--- src/rtl/can_txfifo_ctrl.sv ---
module can_txfifo_ctrl #(
  parameter int SLOTS      = 5,
  parameter int SLOT_BYTES = 72,
  parameter int ADDR_W     = 16,
  parameter logic [ADDR_W-1:0] BASE_ADDR = 16'h01D0,
  localparam int IDX_W = $clog2(SLOTS),
  localparam int CNT_W = $clog2(SLOTS + 1)
) (
  input  logic              clk,
  input  logic              rst_n,
  input  logic              ua_inc,
  input  logic              txreq_set,
  input  logic              tx_done,
  output logic              tx_valid,
  output logic [ADDR_W-1:0] ram_addr,
  output logic              txreq,
  output logic [ADDR_W-1:0] user_addr,
  output logic [IDX_W-1:0]  fifo_idx,
  output logic              flag_empty,
  output logic              flag_half,
  output logic              flag_notfull,
  output logic              ovf_err
);

  localparam logic [IDX_W-1:0] LAST = IDX_W'(SLOTS - 1);

  logic [IDX_W-1:0] uidx;
  logic [CNT_W-1:0] count;
  logic             load, sent;

  assign flag_empty   = (count == '0);
  assign flag_notfull = (count != CNT_W'(SLOTS));
  assign flag_half    = (2 * (SLOTS - int'(count)) >= SLOTS);
  assign tx_valid     = txreq && !flag_empty;

  assign load = ua_inc && flag_notfull;
  assign sent = tx_done && tx_valid;

  assign user_addr = BASE_ADDR + ADDR_W'(SLOT_BYTES * int'(uidx));
  assign ram_addr  = BASE_ADDR + ADDR_W'(SLOT_BYTES * int'(fifo_idx));

  always_ff @(posedge clk) begin
    if (!rst_n) begin
      uidx     <= '0;
      fifo_idx <= '0;
      count    <= '0;
      txreq    <= 1'b0;
      ovf_err  <= 1'b0;
    end else begin
      if (load)
        uidx <= (uidx == LAST) ? '0 : uidx + 1'b1;
      if (sent)
        fifo_idx <= (fifo_idx == LAST) ? '0 : fifo_idx + 1'b1;
      case ({load, sent})
        2'b10:   count <= count + 1'b1;
        2'b01:   count <= count - 1'b1;
        default: count <= count;
      endcase
      if (ua_inc && !flag_notfull)
        ovf_err <= 1'b1;
      if (txreq_set)
        txreq <= 1'b1;
      else if (sent && !load && count == CNT_W'(1))
        txreq <= 1'b0;
    end
  end

endmodule

--- config.mk ---
export PLATFORM = sky130hd
export DESIGN_NAME = can_txfifo_ctrl
export DESIGN_NICKNAME = d
export VERILOG_FILES = /design/src/rtl/can_txfifo_ctrl.sv
export SDC_FILE = /design/constraint.sdc
export NUM_CORES = 1
export LEC_CHECK = 0
export BUFFER_PORTS_ARGS = -buffer_cell sky130_fd_sc_hd__buf_2
export CORE_AREA = 3 3 49 51
export DETAILED_ROUTE_END_ITERATION = 7
export DIE_AREA = 0 0 52 54
export PLACE_DENSITY = 0.81
export SLEW_MARGIN = 40
export SYNTH_ARGS = -nofsm -noshare
export SYNTH_HDL_FRONTEND = slang
export SYNTH_SLANG_ARGS = --single-unit
--- constraint.sdc ---
create_clock -name clk -period 3.06 [get_ports clk]
set_input_delay 0.153 -clock clk [delete_from_list [all_inputs] [get_ports clk]]
set_output_delay 0.153 -clock clk [all_outputs]
set_load 0.03 [all_outputs]
Word level (Yosys, flattened, before mapping)
Index checks and enable logic that the tools add are counted.
Widths: inputs -> output; s select.
{"block": "op_classes", "add_sub_neg": 7, "reduce_logical": 12, "mux": 5, "mul": 2, "n_eq_ne": 6, "order_cmp": 1}
{"operator": "$add 9x10->11 const A", "count": 2}
{"operator": "$mul 4x3->7 const A", "count": 2}
{"operator": "$add 3x1->3 const B", "count": 3}
{"operator": "$eq 3x3->1 const B", "count": 2}
{"operator": "$logic_and 1x1->1", "count": 6}
{"operator": "$mux 3", "count": 2}
{"operator": "$pmux 3 s2", "count": 1}
{"operator": "$ge 5x4->1 const B", "count": 1}
{"operator": "$reduce_bool 2->1", "count": 2}
{"operator": "$sub 3x3->4 const A", "count": 1}
{"operator": "$eq 3x1->1 const B", "count": 1}
{"operator": "$logic_not 1->1", "count": 3}
{"operator": "$logic_not 3->1", "count": 1}
{"operator": "$ne 3x3->1 const B", "count": 1}
{"operator": "$sub 3x1->3 const B", "count": 1}
{"operator": "$eq 2x1->1 const B", "count": 1}
{"operator": "$eq 2x2->1 const B", "count": 1}
{"operator": "$mux 1", "count": 2}
{"block": "word_totals", "word_cells": 38, "inputBits": 5, "out_inout_bits": 41, "ff_bits": 11}

Logic depth before layout (Yosys ltp)
Gate-level depths: netlist of run 1.
{"block": "logic_depth", "ltp_word": 8, "depth_mapped": 9, "ltp_nobuf": 9}

Least setup slack after synthesis of run 1
Ideal clock, no wire load.
{"block": "synth_timing", "kind": "register to register", "start": "reg count[0]", "end": "reg count[2]", "path_stages_with_launch": 9, "path_slack_ns": 1.061, "setup_ns": 0.070, "arrival_ns": 1.929, "path_buffers": 0, "required_time_ns": 2.990, "period_less_slack_ns": 1.999, "path_cell_list": "dfxtp_1 inv_1 ha_1 nand2b_1 inv_1 nor2_1 ha_1 or3_1 a21boi_1"}
{"block": "synth_between", "elab_chain_len": 6, "elab_cells_between_ends": 12, "cone_classes": "add/sub (2); eq/ne (3); mux (1); reduce/logical (6)"}
{"element": "from (decl)", "line": "28", "rtl": "logic [CNT_W-1:0] count;"}
{"element": "from (signal assigned)", "line": "55", "rtl": "2'b10: count <= count + 1'b1;"}
{"element": "from (signal assigned)", "line": "56", "rtl": "2'b01: count <= count - 1'b1;"}
{"element": "from (signal assigned)", "line": "57", "rtl": "default: count <= count;"}
{"element": "$logic_not 3->1 (*)", "line": "31", "rtl": "assign flag_empty = (count == '0);"}
{"element": "net flag_empty", "line": "19", "rtl": "output logic flag_empty,"}
{"element": "$logic_not 1->1 (*)", "line": "34", "rtl": "assign tx_valid = txreq && !flag_empty;"}
{"element": "$logic_and 1x1->1 (*)", "line": "34"}
{"element": "$logic_and 1x1->1 (*)", "line": "37", "rtl": "assign sent = tx_done && tx_valid;"}
{"element": "net sent", "line": "29", "rtl": "logic load, sent;"}
{"element": "$eq 2x1->1 or $eq 2x2->1 (tied branches)", "line": "54", "rtl": "case ({load, sent})"}
{"element": "$pmux 3 s2 or $reduce_bool 2->1 (tied branches)"}
The timed path passes the listed nets; every way through them passes the cells marked *.
A chain may end at the register's enable or synchronous reset.

Worst setup path after layout of run 1
{"block": "layout_timing", "start": "reg count[0]", "end": "reg count[2]"}
{"block": "layout_between", "elab_chain_len": 6, "elab_cells_between_ends": 12, "cone_classes": "add/sub (2); eq/ne (3); mux (1); reduce/logical (6)"}
{"element": "$logic_not 3->1 (*)", "line": "31"}
{"element": "$logic_not 1->1 (*)", "line": "34"}
{"element": "$logic_and 1x1->1 (*)", "line": "34"}
{"element": "$logic_and 1x1->1 (*)", "line": "37"}
{"element": "net sent", "line": "29"}
{"element": "$eq 2x1->1 or $eq 2x2->1 (tied branches)", "line": "54"}
{"element": "$pmux 3 s2 or $reduce_bool 2->1 (tied branches)"}
Marks and branches as above.

==> out/qor.csv, run 1 <==
metric;value;unit
startpoint types;register;
die area;2810;um2
per-cell routed wire length;11.2;um
DP Cell Count;166;
top cells by area, synth;ha_1 (23%), dfxtp_1 (23%), buf_4 (15%), xnor2_1 (4.5%), inv_1 (3.8%);
post-synth cell types;26;
routed wire length;1.90;mm
fillers;204;
power per cell area;422;nW/um2
status;finished, final reports clean;
Yosys warning total;0;
share of layout cells above drive strength 1;0.217;
die extent in y;54;um
Final Skew;0.00423;ns
Seq/Total Area, Yosys;0.225;
Compound-Gate Fraction of Synth Area;0.151;
vias in the first global route;658;
largest net degree at the start of global routing;12;
Die Width;52;um
hold crit path type;primary input to register;
fin nets;167;
Post-synth ARST share;0;
Final Hold Fails;0;
post-synthesis xor/xnor area fraction;0.0627;
worst skew pair latency;0.26;ns
drt drc;0;
Multi-input gate area;629;um2
WHS Path Cells;3;
layout overhead on the synthesized area;10.8;%
most frequent cells in the layout;buf_2 (27), ha_1 (18), conb_1 (18), dfxtp_1 (11), inv_1 (10);
core area;1980;um2
Antenna Nets Post-Route;0;
PostCTS Resize Cnt;0;
Inserted Clock Buffers;3;
Avg Inst Size Synth;8.42;um2
routed vias;764;
Synth Area in Adders;0.230;
cts hold-fix bufs;0;
post-DP HPWL;1.53;mm
FF/Latch Area;220;um2
cell taking the most area after synthesis;ha_1;
mapped cell area;977;um2
non-filler cells, final;170;
Post-Synth Simple-Gate Area;0.120;
Setup CP Type;register to register;
Placer Congestion;0.788;
Initial Util;0.493;
Mapped Cells;116;
CP endpoint kind;register;
worst reg-to-reg path cell count;8;
fin. max-slew vios;0;
gr usage total;0.145;
Tmin final;2.09;ns
#FFs+latches synth;11;
Root Buffer;clkbuf_4;
H-tree depth;1;
most common cell after layout, fill and taps aside;buf_2;
Reg clk slew, reported paths;0.07;ns
final period utilization;0.685;
initial antenna violation count;0;
ys flop type;dfxtp_1;
gr ovfl total;0;
Post-synth EDFFs;0;
post-layout util;0.546;
RSZ-0062 raised after global routing;no;
vias per cell;4.49;
final setup fails;0;
worst path required time;3.26;ns
Initial DRC Count;7;
final setup TNS;0;ns
Leakage;0.000520;uW
PortBufs;27;
hold_ws;0.130;ns
multiplexer share of the synthesized area;0.0102;
# IOs;46;
r2r setup slk;0.97;ns
largest family of logic cells by synthesized area;adder cells;
first-pass GRT wire length;2.99;mm
Clock Path Buffers;2;
Rows;16;
Achievable Freq;0.477;GHz
Yosys top cell area share;0.230;
First-pass DRT Iterations;4;
max cap viols;0;
# diodes;0;
Peak VDD IR;281;uV
Post-CTS Setup Inserts;0;
Final Power;456;uW
Critical Path AT;2.29;ns
Clock Sink Count;11;
CTS tree;yes;
crit path max fanout;7;
power breakdown:
group	internal (uW)	total, uW	switching [uW]
clock network	50.4	97.0	46.7
registers	152	169	16.3
logic	54.1	190	136
total	257	456	199
area by class of cell:
cell class	count	share of cell area
flip-flops and latches	11	0.203
well taps	27	0.0312
clock buffers	4	0.0243
multi-input cells	91	0.582
repair buffers	27	0.125
inverters	10	0.0347
per-layer routing:
layer  global-route usage  part of all wire  routed length (um)
met2                0.270              0.51                 975
met3               0.0249             0.056                 107
met1                0.160              0.42                 790
met4               0.0655             0.014                  26
met5                    0                 0                   0
final timing paths:
| kind | endpoint | from |
|---|---|---|
| setup / recovery | count[2] | count[0] |
| hold / removal | txreq | txreq_set |
| setup reg to reg | count[2] | count[0] |
| hold reg to reg | ovf_err | ovf_err |
worst max-delay path, cell delays in order (launching register included):
cell and delay [ns]:
dfxtp_1 0.48, inv_1 0.15, ha_1 0.23, nand2b_1 0.14
inv_1 0.11, nor2_1 0.12, ha_1 0.28, or3_1 0.38
a21boi_1 0.13
registers in the layout, summed over array words and instances, names as in the netlist:
signal	count
txreq	1
fifo_idx	3
ovf_err	1
count	3
uidx	3
metrics by stage:
stage               area [um2]  worst slack, ns
floorplan                 1040             1.06
global placement          1060             1.09
detailed placement        1060            0.975
CTS                       1080            0.958
global route              1080            0.776
finish                    1080            0.965
cells by family (layout without fill, tap and decap cells):
group,Yosys count,after routing
simple gates,23,23
xor+xnor,7,7
flops,11,11
other cells,1,18
buf+inv,31,41
fa+ha+maj,18,18
compound gates,24,24
mux,1,1
cells in the mapped netlist, drive strengths merged (2+ instances only):
cell,number
a21boi,6
a21oi,7
and2,3
buf,20
dfxtp,11
ha,18
inv,10
nand2,7
nand4,3
nor2,3
nor2b,2
nor3,2
o211ai,2
o21ai,7
xnor2,5
xor2,2
(Power assumes the default switching activity.)
==> run 2: changes to the inputs <==
Settings changed: CORE_AREA 3 3 49 51 to 3 3 53 55, DIE_AREA 0 0 52 54 to 0 0 56 58, PLACE_DENSITY 0.81 to 0.73.
Clock period 3.06 ns to 1.7 ns, I/O delays scaled along.
==> run 2 against run 1 <==
Against the previous run: register-to-register slack lost 0.89 ns; routed wire length grew 1.5%; via count grew 9.2%; critical path type unchanged; cell area grew 13%.
==> out/qor.csv, run 2 (synthesis results as in run 1) <==
metric;value;unit;change
status;finished, final reports clean;;unchanged
fin nets;177;;was 167
Clock Sink Count;11;;unchanged
slowest stage cell on the critical path;dfxtp_1;;unchanged
Achievable Freq;0.616;GHz;was 0.477 GHz
final setup fails;0;;unchanged
Worst path max stage delay;0.46;ns;was 0.48 ns
routed vias;834;;was 764
CTS tree;yes;;unchanged
First-pass DRT Iterations;4;;unchanged
FF/Latch Area;225;um2;was 220 um2
Largest regs;count (3), fifo_idx (3), uidx (3);;unchanged
gr usage total;0.112;;was 0.145
worst setup path end;count[2];;unchanged
first-pass GRT wire length;2.90;mm;was 2.99 mm
Root Buffer;clkbuf_4;;unchanged
core area;2430;um2;was 1980 um2
Initial Util;0.402;;was 0.493
Setup CP Type;register to register;;unchanged
vias per cell;4.56;;was 4.49
H-tree depth;1;;unchanged
final period utilization;0.955;;was 0.685
Final Cell Area;1230;um2;was 1080 um2
fin. max-slew vios;0;;unchanged
largest net degree at the start of global routing;12;;unchanged
max cap viols;0;;unchanged
die extent in y;58;um;was 54 um
CP startpoint;count[2];;was count[0]
FF-to-FF End;count[2];;unchanged
post-DP HPWL;1.52;mm;was 1.53 mm
die area;3250;um2;was 2810 um2
Leakage;0.000576;uW;was 0.000520 uW
# IOs;46;;unchanged
Placer Congestion;0.800;;was 0.788
Top delay family on crit path;simple AND/OR/NAND/NOR gates;;unchanged
hold_ws;0.0571;ns;was 0.130 ns
Placed Area;1130;um2;was 1060 um2
P_int;508;uW;was 257 uW
PortBufs;27;;unchanged
Inserted Clock Buffers;3;;unchanged
most common cell after layout, fill and taps aside;buf_2;;unchanged
Final Hold Fails;0;;unchanged
layout overhead on the synthesized area;25.6;%;was 10.8%
most frequent cells in the layout;buf_2 (27), conb_1 (18), ha_1 (15), buf_4 (10), dfxtp_1 (9);;was buf_2 (27), ha_1 (18), conb_1 (18), dfxtp_1 (11), inv_1 (10)
Antenna Nets Post-Route;0;;unchanged
per-cell routed wire length;10.5;um;was 11.2 um
CP endpoint kind;register;;unchanged
hold crit path type;primary input to register;;unchanged
Peak VDD IR;468;uV;was 281 uV
drt drc;0;;unchanged
Bufs and invs on worst path;1;;was 2
Die Width;56;um;was 52 um
routed wire length;1.93;mm;was 1.90 mm
crit-path cells;nand2b_4 -> inv_4 -> nor2_4 -> ha_4 -> or3_1 -> a21boi_1;;was inv_1 -> ha_1 -> nand2b_1 -> inv_1 -> nor2_1 -> ha_1 -> or3_1 -> a21boi_1
cts hold-fix bufs;0;;unchanged
reg2reg start;count[2];;was count[0]
Multi-input gate area;682;um2;was 629 um2
Reg power frac;0.330;;was 0.370
# diodes;0;;unchanged
fillers;239;;was 204
Sw Share;0.438;;was 0.437
vias in the first global route;720;;was 658
Crit. path cell count;6;;was 8
worst reg-to-reg path cell count;6;;was 8
r2r setup slk;0.08;ns;was 0.97 ns
initial antenna violation count;0;;unchanged
Gate power share;0.468;;was 0.417
worst path required time;1.91;ns;was 3.26 ns
Initial DRC Count;17;;was 7
NetSw;396;uW;was 199 uW
power per cell area;737;nW/um2;was 422 nW/um2
Final Power;904;uW;was 456 uW
Reg clk slew, reported paths;0.07;ns;about the same
Rows;18;;was 16
share of layout cells above drive strength 1;0.346;;was 0.217
clock share of power;0.201;;was 0.213
worst skew pair latency;0.28;ns;was 0.26 ns
Tmin final;1.62;ns;was 2.09 ns
Critical Path AT;1.83;ns;was 2.29 ns
Final Skew;0.00787;ns;was 0.00423 ns
startpoint types;register;;unchanged
crit path max fanout;6;;was 7
Clock Path Buffers;2;;unchanged
gr ovfl total;0;;unchanged
## run 2: how the worst min path moves through the flow
stage	depth (start not counted)	from	to	slack, ns
6_report	3	txreq_set	txreq	0.06
5_1_grt	3	txreq_set	txreq	0.1
4_1_cts	3	txreq_set	txreq	0.05
3_5_place_dp	3	txreq_set	txreq	0.34
3_3_place_gp	3	txreq_set	txreq	0.32
2_1_floorplan	2	txreq_set	txreq	0.22
## run 2: through the flow
step	setup TNS, ns	setup WS, ns	instances	util
after detailed placement	0	0.00278	173	0.465
final	0	0.0767	183	0.505
after floorplan	0	0.0124	133	-
after global routing	-0.0166	-0.0166	183	0.505
after CTS	0	0.00903	181	0.488
after global placement	0	0.0623	173	0.465
## run 2: worst min-delay path, stage by stage
cell and delay [ns]:
buf_2 0.08, a21oi_1 0.04, nor2b_1 0.09
## run 2: power by group through the flow
stage | sequential [uW] | clock, uW | combinational (uW)
2_1_floorplan | 314 | 0 | 327
3_3_place_gp | 299 | 0 | 391
3_5_place_dp | 300 | 0 | 399
4_1_cts | 295 | 190 | 407
5_1_grt | 301 | 204 | 458
6_report | 299 | 182 | 423
## run 2: repair_timing
| item | in CTS | in global routing |
|---|---|---|
| pin swaps | 1 | 3 |
| resized for setup | 1 | 4 |
| endpoints found under the setup margin | 1 | 1 |
| setup buffers | 4 | 2 |
## run 2: per-layer routing
metal | vias up | part of all wire | global-route usage | routed length (um)
met4 | 0 | 0.012 | 0.0610 | 24
met5 | - | 0 | 0 | 0
li1 | 423 | - | - | -
met1 | 374 | 0.43 | 0.130 | 822
met3 | 2 | 0.072 | 0.0312 | 138
met2 | 35 | 0.49 | 0.189 | 942
## run 2: cell type report
cell class,instances,area share
timing repair buffer,37,0.171
sequential,11,0.183
tap,30,0.0306
multi-input combinational,91,0.556
clock inverter,1,0.00408
clock buffer,3,0.0183
inverter,10,0.0367
